--- src/rtl/acc_alu_pkg.sv ---
package acc_alu_pkg;

    localparam logic [4:0] OP_NOP  = 5'd0;
    localparam logic [4:0] OP_CLA  = 5'd1;
    localparam logic [4:0] OP_CLC  = 5'd2;
    localparam logic [4:0] OP_STC  = 5'd3;
    localparam logic [4:0] OP_CPL  = 5'd4;
    localparam logic [4:0] OP_INCA = 5'd5;
    localparam logic [4:0] OP_DECA = 5'd6;
    localparam logic [4:0] OP_RLC  = 5'd7;
    localparam logic [4:0] OP_ADD  = 5'd8;
    localparam logic [4:0] OP_ADC  = 5'd9;
    localparam logic [4:0] OP_DADJ = 5'd10;
    localparam logic [4:0] OP_DSBJ = 5'd11;
    localparam logic [4:0] OP_XOR  = 5'd12;
    localparam logic [4:0] OP_AND  = 5'd13;
    localparam logic [4:0] OP_OR   = 5'd14;
    localparam logic [4:0] OP_CMPM = 5'd15;
    localparam logic [4:0] OP_CMPI = 5'd16;
    localparam logic [4:0] OP_LDI  = 5'd17;
    localparam logic [4:0] OP_INCM = 5'd18;
    localparam logic [4:0] OP_DECM = 5'd19;

    typedef enum logic [1:0] {
        LG_XOR = 2'd0,
        LG_AND = 2'd1,
        LG_OR  = 2'd2,
        LG_NOT = 2'd3
    } lg_sel_e;

endpackage

--- src/rtl/acc_alu_adder.sv ---
module acc_alu_adder #(
    parameter int W = 4
) (
    input  logic [W-1:0] a_i,
    input  logic [W-1:0] b_i,
    input  logic         ci_i,
    output logic [W-1:0] sum_o,
    output logic         co_o
);
    logic [W:0] carry;

    assign carry[0] = ci_i;

    for (genvar i = 0; i < W; i++) begin : g_bit
        assign sum_o[i]     = a_i[i] ^ b_i[i] ^ carry[i];
        assign carry[i + 1] = (a_i[i] & b_i[i]) | (carry[i] & (a_i[i] ^ b_i[i]));
    end

    assign co_o = carry[W];
endmodule

--- src/rtl/acc_alu_logic.sv ---
module acc_alu_logic
    import acc_alu_pkg::*;
#(
    parameter int W = 4
) (
    input  lg_sel_e      sel_i,
    input  logic [W-1:0] a_i,
    input  logic [W-1:0] b_i,
    output logic [W-1:0] y_o
);
    always_comb begin
        case (sel_i)
            LG_XOR:  y_o = a_i ^ b_i;
            LG_AND:  y_o = a_i & b_i;
            LG_OR:   y_o = a_i | b_i;
            default: y_o = ~a_i;
        endcase
    end
endmodule

--- src/rtl/acc_nibble_alu.sv ---
module acc_nibble_alu
    import acc_alu_pkg::*;
#(
    parameter int DW      = 4,
    parameter int ADJ_ADD = 6,
    parameter int ADJ_SUB = 10
) (
    input  logic          clk,
    input  logic          rst_n,
    input  logic          op_valid,
    input  logic [4:0]    op_code,
    input  logic [DW-1:0] mem_in,
    input  logic [DW-1:0] imm_in,
    output logic [DW-1:0] acc_q,
    output logic          cf_q,
    output logic          zf_q,
    output logic [DW-1:0] mem_result,
    output logic          mem_we
);
    localparam logic [DW-1:0] K_ADD = ADJ_ADD[DW-1:0];
    localparam logic [DW-1:0] K_SUB = ADJ_SUB[DW-1:0];
    localparam logic [DW-1:0] ONES  = {DW{1'b1}};

    typedef struct packed {
        logic [DW-1:0] acc;
        logic          cf;
        logic          zf;
    } alu_st_t;

    alu_st_t st_d, st_q;

    logic [DW-1:0] add_a, add_b, add_sum;
    logic          add_ci, add_co;
    lg_sel_e       lg_sel;
    logic [DW-1:0] lg_y;

    function automatic logic is_zero(input logic [DW-1:0] v);
        return ~|v;
    endfunction

    // Operand selection for the shared adder and logic unit
    always_comb begin
        add_a  = st_q.acc;
        add_b  = '0;
        add_ci = 1'b0;
        lg_sel = LG_XOR;
        case (op_code)
            OP_INCA: add_ci = 1'b1;
            OP_DECA: add_b  = ONES;
            OP_ADD:  add_b  = mem_in;
            OP_ADC: begin
                add_b  = mem_in;
                add_ci = st_q.cf;
            end
            OP_DADJ: add_b = K_ADD;
            OP_DSBJ: add_b = K_SUB;
            OP_CMPM: begin
                add_b  = ~mem_in;
                add_ci = 1'b1;
            end
            OP_CMPI: begin
                add_b  = ~imm_in;
                add_ci = 1'b1;
            end
            OP_INCM: begin
                add_a  = mem_in;
                add_ci = 1'b1;
            end
            OP_DECM: begin
                add_a = mem_in;
                add_b = ONES;
            end
            OP_AND:  lg_sel = LG_AND;
            OP_OR:   lg_sel = LG_OR;
            OP_CPL:  lg_sel = LG_NOT;
            default: lg_sel = LG_XOR;
        endcase
    end

    acc_alu_adder #(.W(DW)) i_adder (
        .a_i   (add_a),
        .b_i   (add_b),
        .ci_i  (add_ci),
        .sum_o (add_sum),
        .co_o  (add_co)
    );

    acc_alu_logic #(.W(DW)) i_logic (
        .sel_i (lg_sel),
        .a_i   (st_q.acc),
        .b_i   (mem_in),
        .y_o   (lg_y)
    );

    // Next-state computation
    always_comb begin
        st_d = st_q;
        if (op_valid) begin
            case (op_code)
                OP_CLA: begin
                    st_d.acc = '0;
                    st_d.zf  = 1'b1;
                end
                OP_CLC: st_d.cf = 1'b0;
                OP_STC: st_d.cf = 1'b1;
                OP_RLC: begin
                    st_d.acc = {st_q.acc[DW-2:0], st_q.cf};
                    st_d.cf  = st_q.acc[DW-1];
                    st_d.zf  = is_zero({st_q.acc[DW-2:0], st_q.cf});
                end
                OP_INCA, OP_DECA, OP_ADD, OP_ADC: begin
                    st_d.acc = add_sum;
                    st_d.cf  = add_co;
                    st_d.zf  = is_zero(add_sum);
                end
                OP_DADJ, OP_DSBJ: begin
                    st_d.acc = add_sum;
                    st_d.zf  = is_zero(add_sum);
                end
                OP_XOR, OP_OR, OP_CPL: begin
                    st_d.acc = lg_y;
                    st_d.zf  = is_zero(lg_y);
                end
                OP_AND: st_d.acc = lg_y;
                OP_CMPM, OP_CMPI, OP_INCM, OP_DECM: begin
                    st_d.cf = add_co;
                    st_d.zf = is_zero(add_sum);
                end
                OP_LDI: begin
                    st_d.acc = imm_in;
                    st_d.zf  = is_zero(imm_in);
                end
                default: st_d = st_q;
            endcase
        end
    end

    always_ff @(posedge clk) begin
        if (!rst_n) begin
            st_q <= '0;
        end else begin
            st_q <= st_d;
        end
    end

    assign acc_q      = st_q.acc;
    assign cf_q       = st_q.cf;
    assign zf_q       = st_q.zf;
    assign mem_result = add_sum;
    assign mem_we     = op_valid && (op_code == OP_INCM || op_code == OP_DECM);

endmodule

--- config.mk ---
export PLATFORM = sky130hd
export DESIGN_NAME = acc_nibble_alu
export DESIGN_NICKNAME = d
export VERILOG_FILES = /design/src/rtl/acc_alu_pkg.sv /design/src/rtl/acc_alu_adder.sv /design/src/rtl/acc_alu_logic.sv /design/src/rtl/acc_nibble_alu.sv
export SDC_FILE = /design/constraint.sdc
export NUM_CORES = 1
export LEC_CHECK = 0
export BUFFER_PORTS_ARGS = -buffer_cell sky130_fd_sc_hd__buf_2
export CORE_ASPECT_RATIO = 1.75
export CORE_MARGIN = 5
export CORE_UTILIZATION = 45
export CTS_CLUSTER_DIAMETER = 50
export CTS_CLUSTER_SIZE = 8
export DETAILED_ROUTE_END_ITERATION = 10
export PLACE_DENSITY = 0.65
export SYNTH_ARGS = -nofsm -noshare
export SYNTH_HDL_FRONTEND = slang
export SYNTH_SLANG_ARGS = --single-unit
--- constraint.sdc ---
create_clock -name clk -period 3.82 [get_ports clk]
set_input_delay 0.191 -clock clk [delete_from_list [all_inputs] [get_ports clk]]
set_output_delay 0.191 -clock clk [all_outputs]
set_load 0.03 [all_outputs]
Word-level counts from Yosys, hierarchy flattened
Cells that the tools add are included.
Storage, ports and cells
  register bits: 6
  output and inout port bits: 11
Operators by class
  reductions and logical operators: 26
  equality and inequality tests: 21
  bitwise logic cells: 26
  mux-type cells: 8
Operator list (number)
  5-bit by 4-bit equality test with 1-bit output (second input constant): 8
  4-bit case mux with 6 select lines: 1
  4-bit OR reduction: 6
  5-bit by 3-bit equality test with 1-bit output (second input constant): 4
  5-bit equality test (second input constant): 4
  4-bit case mux with 5 select lines: 1
  4-bit inverter: 3
  4-bit case mux with 3 select lines: 1
  5-bit by 2-bit equality test with 1-bit output (second input constant): 2
  5-bit nonzero test: 2
  10-bit OR reduction: 1
  1-bit AND: 8
  8-bit OR reduction: 1
  1-bit XOR: 8
  2-bit case mux with 3 select lines: 1
  2-bit AND reduction: 3
  2-bit OR reduction: 3
  6-bit OR reduction: 1
  5-bit by 1-bit equality test with 1-bit output (second input constant): 1
  1-bit case mux with 5 select lines: 1
  4-bit AND: 1
  1-bit logical NOT: 4
  4-bit 2-to-1 mux: 1
  1-bit bitwise OR: 4
  other kinds (11): 11

Longest topological paths before layout
  word-level depth: 14
  gate-level depth with buffers: 16
  gate-level depth less buffers: 15

Hierarchy
A second synthesis with hierarchy kept.
Second synthesis, totals
  cell total of the unflattened synthesis: 183
  area, all modules: 1317.5 um^2
Modules (own cells, without submodules)
  acc_nibble_alu: area an instance 949.7 um^2, cells an instance 145, instances 1
  acc_alu_logic: area an instance 250.2 um^2, cells an instance 24, instances 1
  acc_alu_adder: area an instance 117.6 um^2, cells an instance 14, instances 1

Worst setup path before layout
OpenSTA, ideal clock, no wires.
  kind: input-to-reg
  start point: input port op_code[2]
  end point: register st_q, in the netlist zf_q
  stages: 15
  path slack: 473 ps
  library setup time: 77 ps
  arrival time: 3270 ps
  cells stage by stage: clkbuf_1 -> nor2_1 -> nand2_1 -> nor2_1 -> nand2_1 -> o21ai_0 -> fa_1 -> inv_1 -> fa_1 -> fa_1 -> fa_1 -> inv_1 -> nor4_1 -> o21ai_0 -> a41oi_2
On the way
  word-level cells in the longest chain between the ends: 14
  elaborated cells on any way between the ends: 55
  those cells by class: 19 x eq/ne; 6 x mux; 17 x bitwise; 13 x reduce/logical
RTL lines
  start, declared: RTL line acc_nibble_alu.sv:11  | input logic [4:0] op_code,
  5-bit equality test (tied with other cells): RTL line acc_nibble_alu.sv:47  | case (op_code)
  2-bit OR reduction (no source line)
  4-bit case mux with 6 select lines / 4-bit 2-to-1 mux (equally long branches): RTL line acc_nibble_alu.sv:47
  1-bit XOR: RTL line acc_alu_adder.sv:16  | assign carry[i + 1] = (a_i[i] & b_i[i]) | (carry[i] & (a_i[i] ^ b_i[i]));
  1-bit AND: RTL line acc_alu_adder.sv:16
  1-bit bitwise OR: RTL line acc_alu_adder.sv:16
  1-bit AND: RTL line acc_alu_adder.sv:16
  1-bit bitwise OR: RTL line acc_alu_adder.sv:16
  1-bit AND: RTL line acc_alu_adder.sv:16
  1-bit bitwise OR: RTL line acc_alu_adder.sv:16
  1-bit XOR *: RTL line acc_alu_adder.sv:15  | assign sum_o[i] = a_i[i] ^ b_i[i] ^ carry[i];
  net mem_result[3]: RTL line acc_nibble_alu.sv:17  | output logic [DW-1:0] mem_result,
  4-bit OR reduction *: RTL line acc_nibble_alu.sv:38  | return ~|v;
  1-bit logical NOT *: RTL line acc_nibble_alu.sv:38
  1-bit case mux with 5 select lines *: RTL line acc_nibble_alu.sv:99  | case (op_code)
  end signal, assigned: RTL line acc_nibble_alu.sv:142  | st_q <= st_d;
  end, declared: RTL line acc_nibble_alu.sv:30  | alu_st_t st_d, st_q;
The timed path passes the listed nets; every way through them passes the cells marked *.
A chain may end at the register's enable or synchronous reset.

Final worst setup path
  start point: input port op_code[3]
  end point: register st_q, in the netlist zf_q
On the way
  word-level cells in the longest chain between the ends: 14
  elaborated cells on any way between the ends: 55
  those cells by class: 19 x eq/ne; 6 x mux; 17 x bitwise; 13 x reduce/logical
RTL lines (RTL line)
  5-bit equality test (tied with other cells): acc_nibble_alu.sv:47, acc_nibble_alu.sv:99
  2-bit OR reduction (no source line)
  4-bit case mux with 6 select lines / 4-bit 2-to-1 mux (equally long branches): acc_nibble_alu.sv:47
  1-bit XOR: acc_alu_adder.sv:15, acc_alu_adder.sv:16
  1-bit AND: acc_alu_adder.sv:16
  1-bit bitwise OR: acc_alu_adder.sv:16
  1-bit AND: acc_alu_adder.sv:16
  1-bit bitwise OR: acc_alu_adder.sv:16
  1-bit AND: acc_alu_adder.sv:16
  1-bit bitwise OR: acc_alu_adder.sv:16
  1-bit XOR: acc_alu_adder.sv:15
  4-bit OR reduction: acc_nibble_alu.sv:38
  1-bit logical NOT: acc_nibble_alu.sv:38
  1-bit case mux with 5 select lines: acc_nibble_alu.sv:99
Parallel ways exist; a longest one is shown, timed or not.

==> metrics.txt <==
status=finished clean; non-filler cells, final=236; worst path required time=3.97 ns; core area=2690 um2; H-tree levels=1; initial antenna violation count=0; global-route wire length before repair=6820 um; CTS resizes=0; clk_skew=0.00348 ns; crit share post-route=86.5%; top-area cell type share of the netlist area=9.96%; post-route cell area=1450 um2; Fin Hold WS=0.254 ns; Clock Path Buffers=2; largest net degree at the start of global routing=23; Clk Latency, worst-skew pair=0.22 ns; Syn Area/Cell=6.83 um2; Area Overhead vs Synth=15.6%; Placed Area=1410 um2; final hold violations=0; Pwr Density=220 nW/um2; Area contributors post-synth=o21ai_0, dfxtp_1, ha_1; RR Startpoint=cf_q; final setup TNS=0 ns; first-pass iteration count of the detailed router=7; final wirelength=4340 um; commonest cells in the netlist=o21ai_0, nand2_1, nor2_1, inv_1, a21oi_1; Routed wire per std cell=18.4 um; top_reg_cell synth=dfxtp_1; Worst-Margin Slew=0.578 ns; DP Worst Slack=0.322 ns; reg2reg setup slack=0.77 ns; reg2reg path depth=13; Synth Net Count=212; Final Net Count=239; total gr overflow=0; Global Route Usage Sum=21.6%; Setup crit start kind=input port; Slew HR=61.1%; fraction of registers with async set or reset after synthesis=0%; # rows=25; setup ws final=0.515 ns; # Post-CTS Setup Buffers=0; Worst EP arrival=3.46 ns; post-synthesis instance total=184; fraction of layout cells with a size suffix above 1=18.2%; die footprint=3990 um2; LEAKAGE=0.627 nW; Tmin final=3.31 ns; Clock Sink Count=6; number of cells on the worst hold path=2; final core occ=54.0%; synthesized area=1260 um2; crit path launch=op_code[3]; DR vias=1564; io pins=27; antenna violation net count after detailed routing=0; number of I/O port buffers=26; count leader, synth=o21ai_0; routed vias/inst=6.63; Hold Path Class=input port to register; Final Power=320 uW; Synth cell types=47; placed cell count=233; unrepaired setup endpoints after global routing=no; crit path to=zf_q; # setup viols final=0; Worst setup EP type=register; Remaining DRCs=0; sequential fraction of the synthesis area=9.56%; CP Class=input port to register; Final Max Tran Viols=0; FMAX=303 MHz; Initial Util=46.7%; Ys Warns=0; hold buffers post-CTS=0; CTS buffer count=3; final-layout fill cell count=284; worst reg2reg endpoint=zf_q; vias in the first global route=1414; maximum VDD drop=0.156 mV; crit-path max FO=5; Inserted Diodes=0; CTS tree=done; Yosys top cell by area=o21ai_0; Worst-path clk slew=0.04 ns; Initial DRC Count=100; Max-Cap Viols=0; number of flops mapped to enable cells by yosys=0; Die Width=49.9 um; root buffer cell=clkbuf_8; #FFs+latches synth=6; Die H=79.9 um; gpl congestion=0.977; dpl hpwl=3500 um
## area by class of cell
cell class / instances / area, um2 / share of cell area [%]
inverters: 16 / 60.1 / 4.13
flip-flops and latches: 6 / 120 / 8.27
multi-input cells: 153 / 1030 / 70.9
repair buffers: 31 / 168 / 11.5
clock buffers: 3 / 41.3 / 2.84
well taps: 27 / 33.8 / 2.33
## placed cells by master (no fill, tap or decap), types with 5 or more instances in the layout
| master | netlist | routed |
|---|---|---|
| nand2_1 | 17 | 17 |
| buf_4 | 1 | 5 |
| ha_1 | 8 | 8 |
| buf_2 | 1 | 26 |
| nor3_1 | 7 | 7 |
| nor2_1 | 17 | 17 |
| nor2b_1 | 6 | 6 |
| dfxtp_1 | 6 | 6 |
| inv_1 | 14 | 14 |
| o21ai_0 | 25 | 25 |
| a21oi_1 | 11 | 11 |
| a22oi_1 | 6 | 6 |
## layer usage
layer | vias to the layer above | GRT usage (%) | routed length, um
li1 | 739 | - | -
met1 | 716 | 25.7 | 1660
met2 | 95 | 38.3 | 2240
met3 | 14 | 2.43 | 319
met4 | 0 | 8.40 | 115
met5 | - | 0 | 0
## flip-flops by register name, summed over array words and instances, names as in the netlist
name	flops
cf_q	1
zf_q	1
acc_q	4
## worst min-delay path by stage
stage	slack, ns	startpoint	to
global route	0.26	rst_n	cf_q
global placement	0.47	rst_n	cf_q
CTS	0.25	rst_n	cf_q
floorplan	0.32	rst_n	cf_q
finish	0.25	rst_n	cf_q
detailed placement	0.49	rst_n	cf_q
## where the power goes
group          leakage, nW  switching [mW]  internal [mW]  total (mW)
clock network       0.0216          0.0278         0.0677      0.0956
logic                0.557           0.102         0.0532       0.155
registers           0.0488         0.00360         0.0658      0.0694
## critical path, cell delays in order
cell and delay [ns]:
buf_2 0.11, nor2_1 0.30, nand2_1 0.18, nor2_1 0.34, nand2_1 0.08, o21ai_0 0.13, fa_1 0.22, inv_1 0.05
fa_1 0.37, fa_1 0.39, fa_1 0.52, inv_1 0.06, nor4_1 0.18, o21ai_0 0.16, a41oi_2 0.19
## kinds of logic after synthesis
logic type      after synthesis  share of synthesized area [%]
compound gates               71                           38.0
xor+xnor                      1                          0.697
fa+ha+maj                    13                           15.1
buf+inv                      25                           8.47
flops                         6                           9.56
mux                           3                           2.39
simple gates                 65                           25.7
No activity file was read; power rests on OpenSTA's default activity.
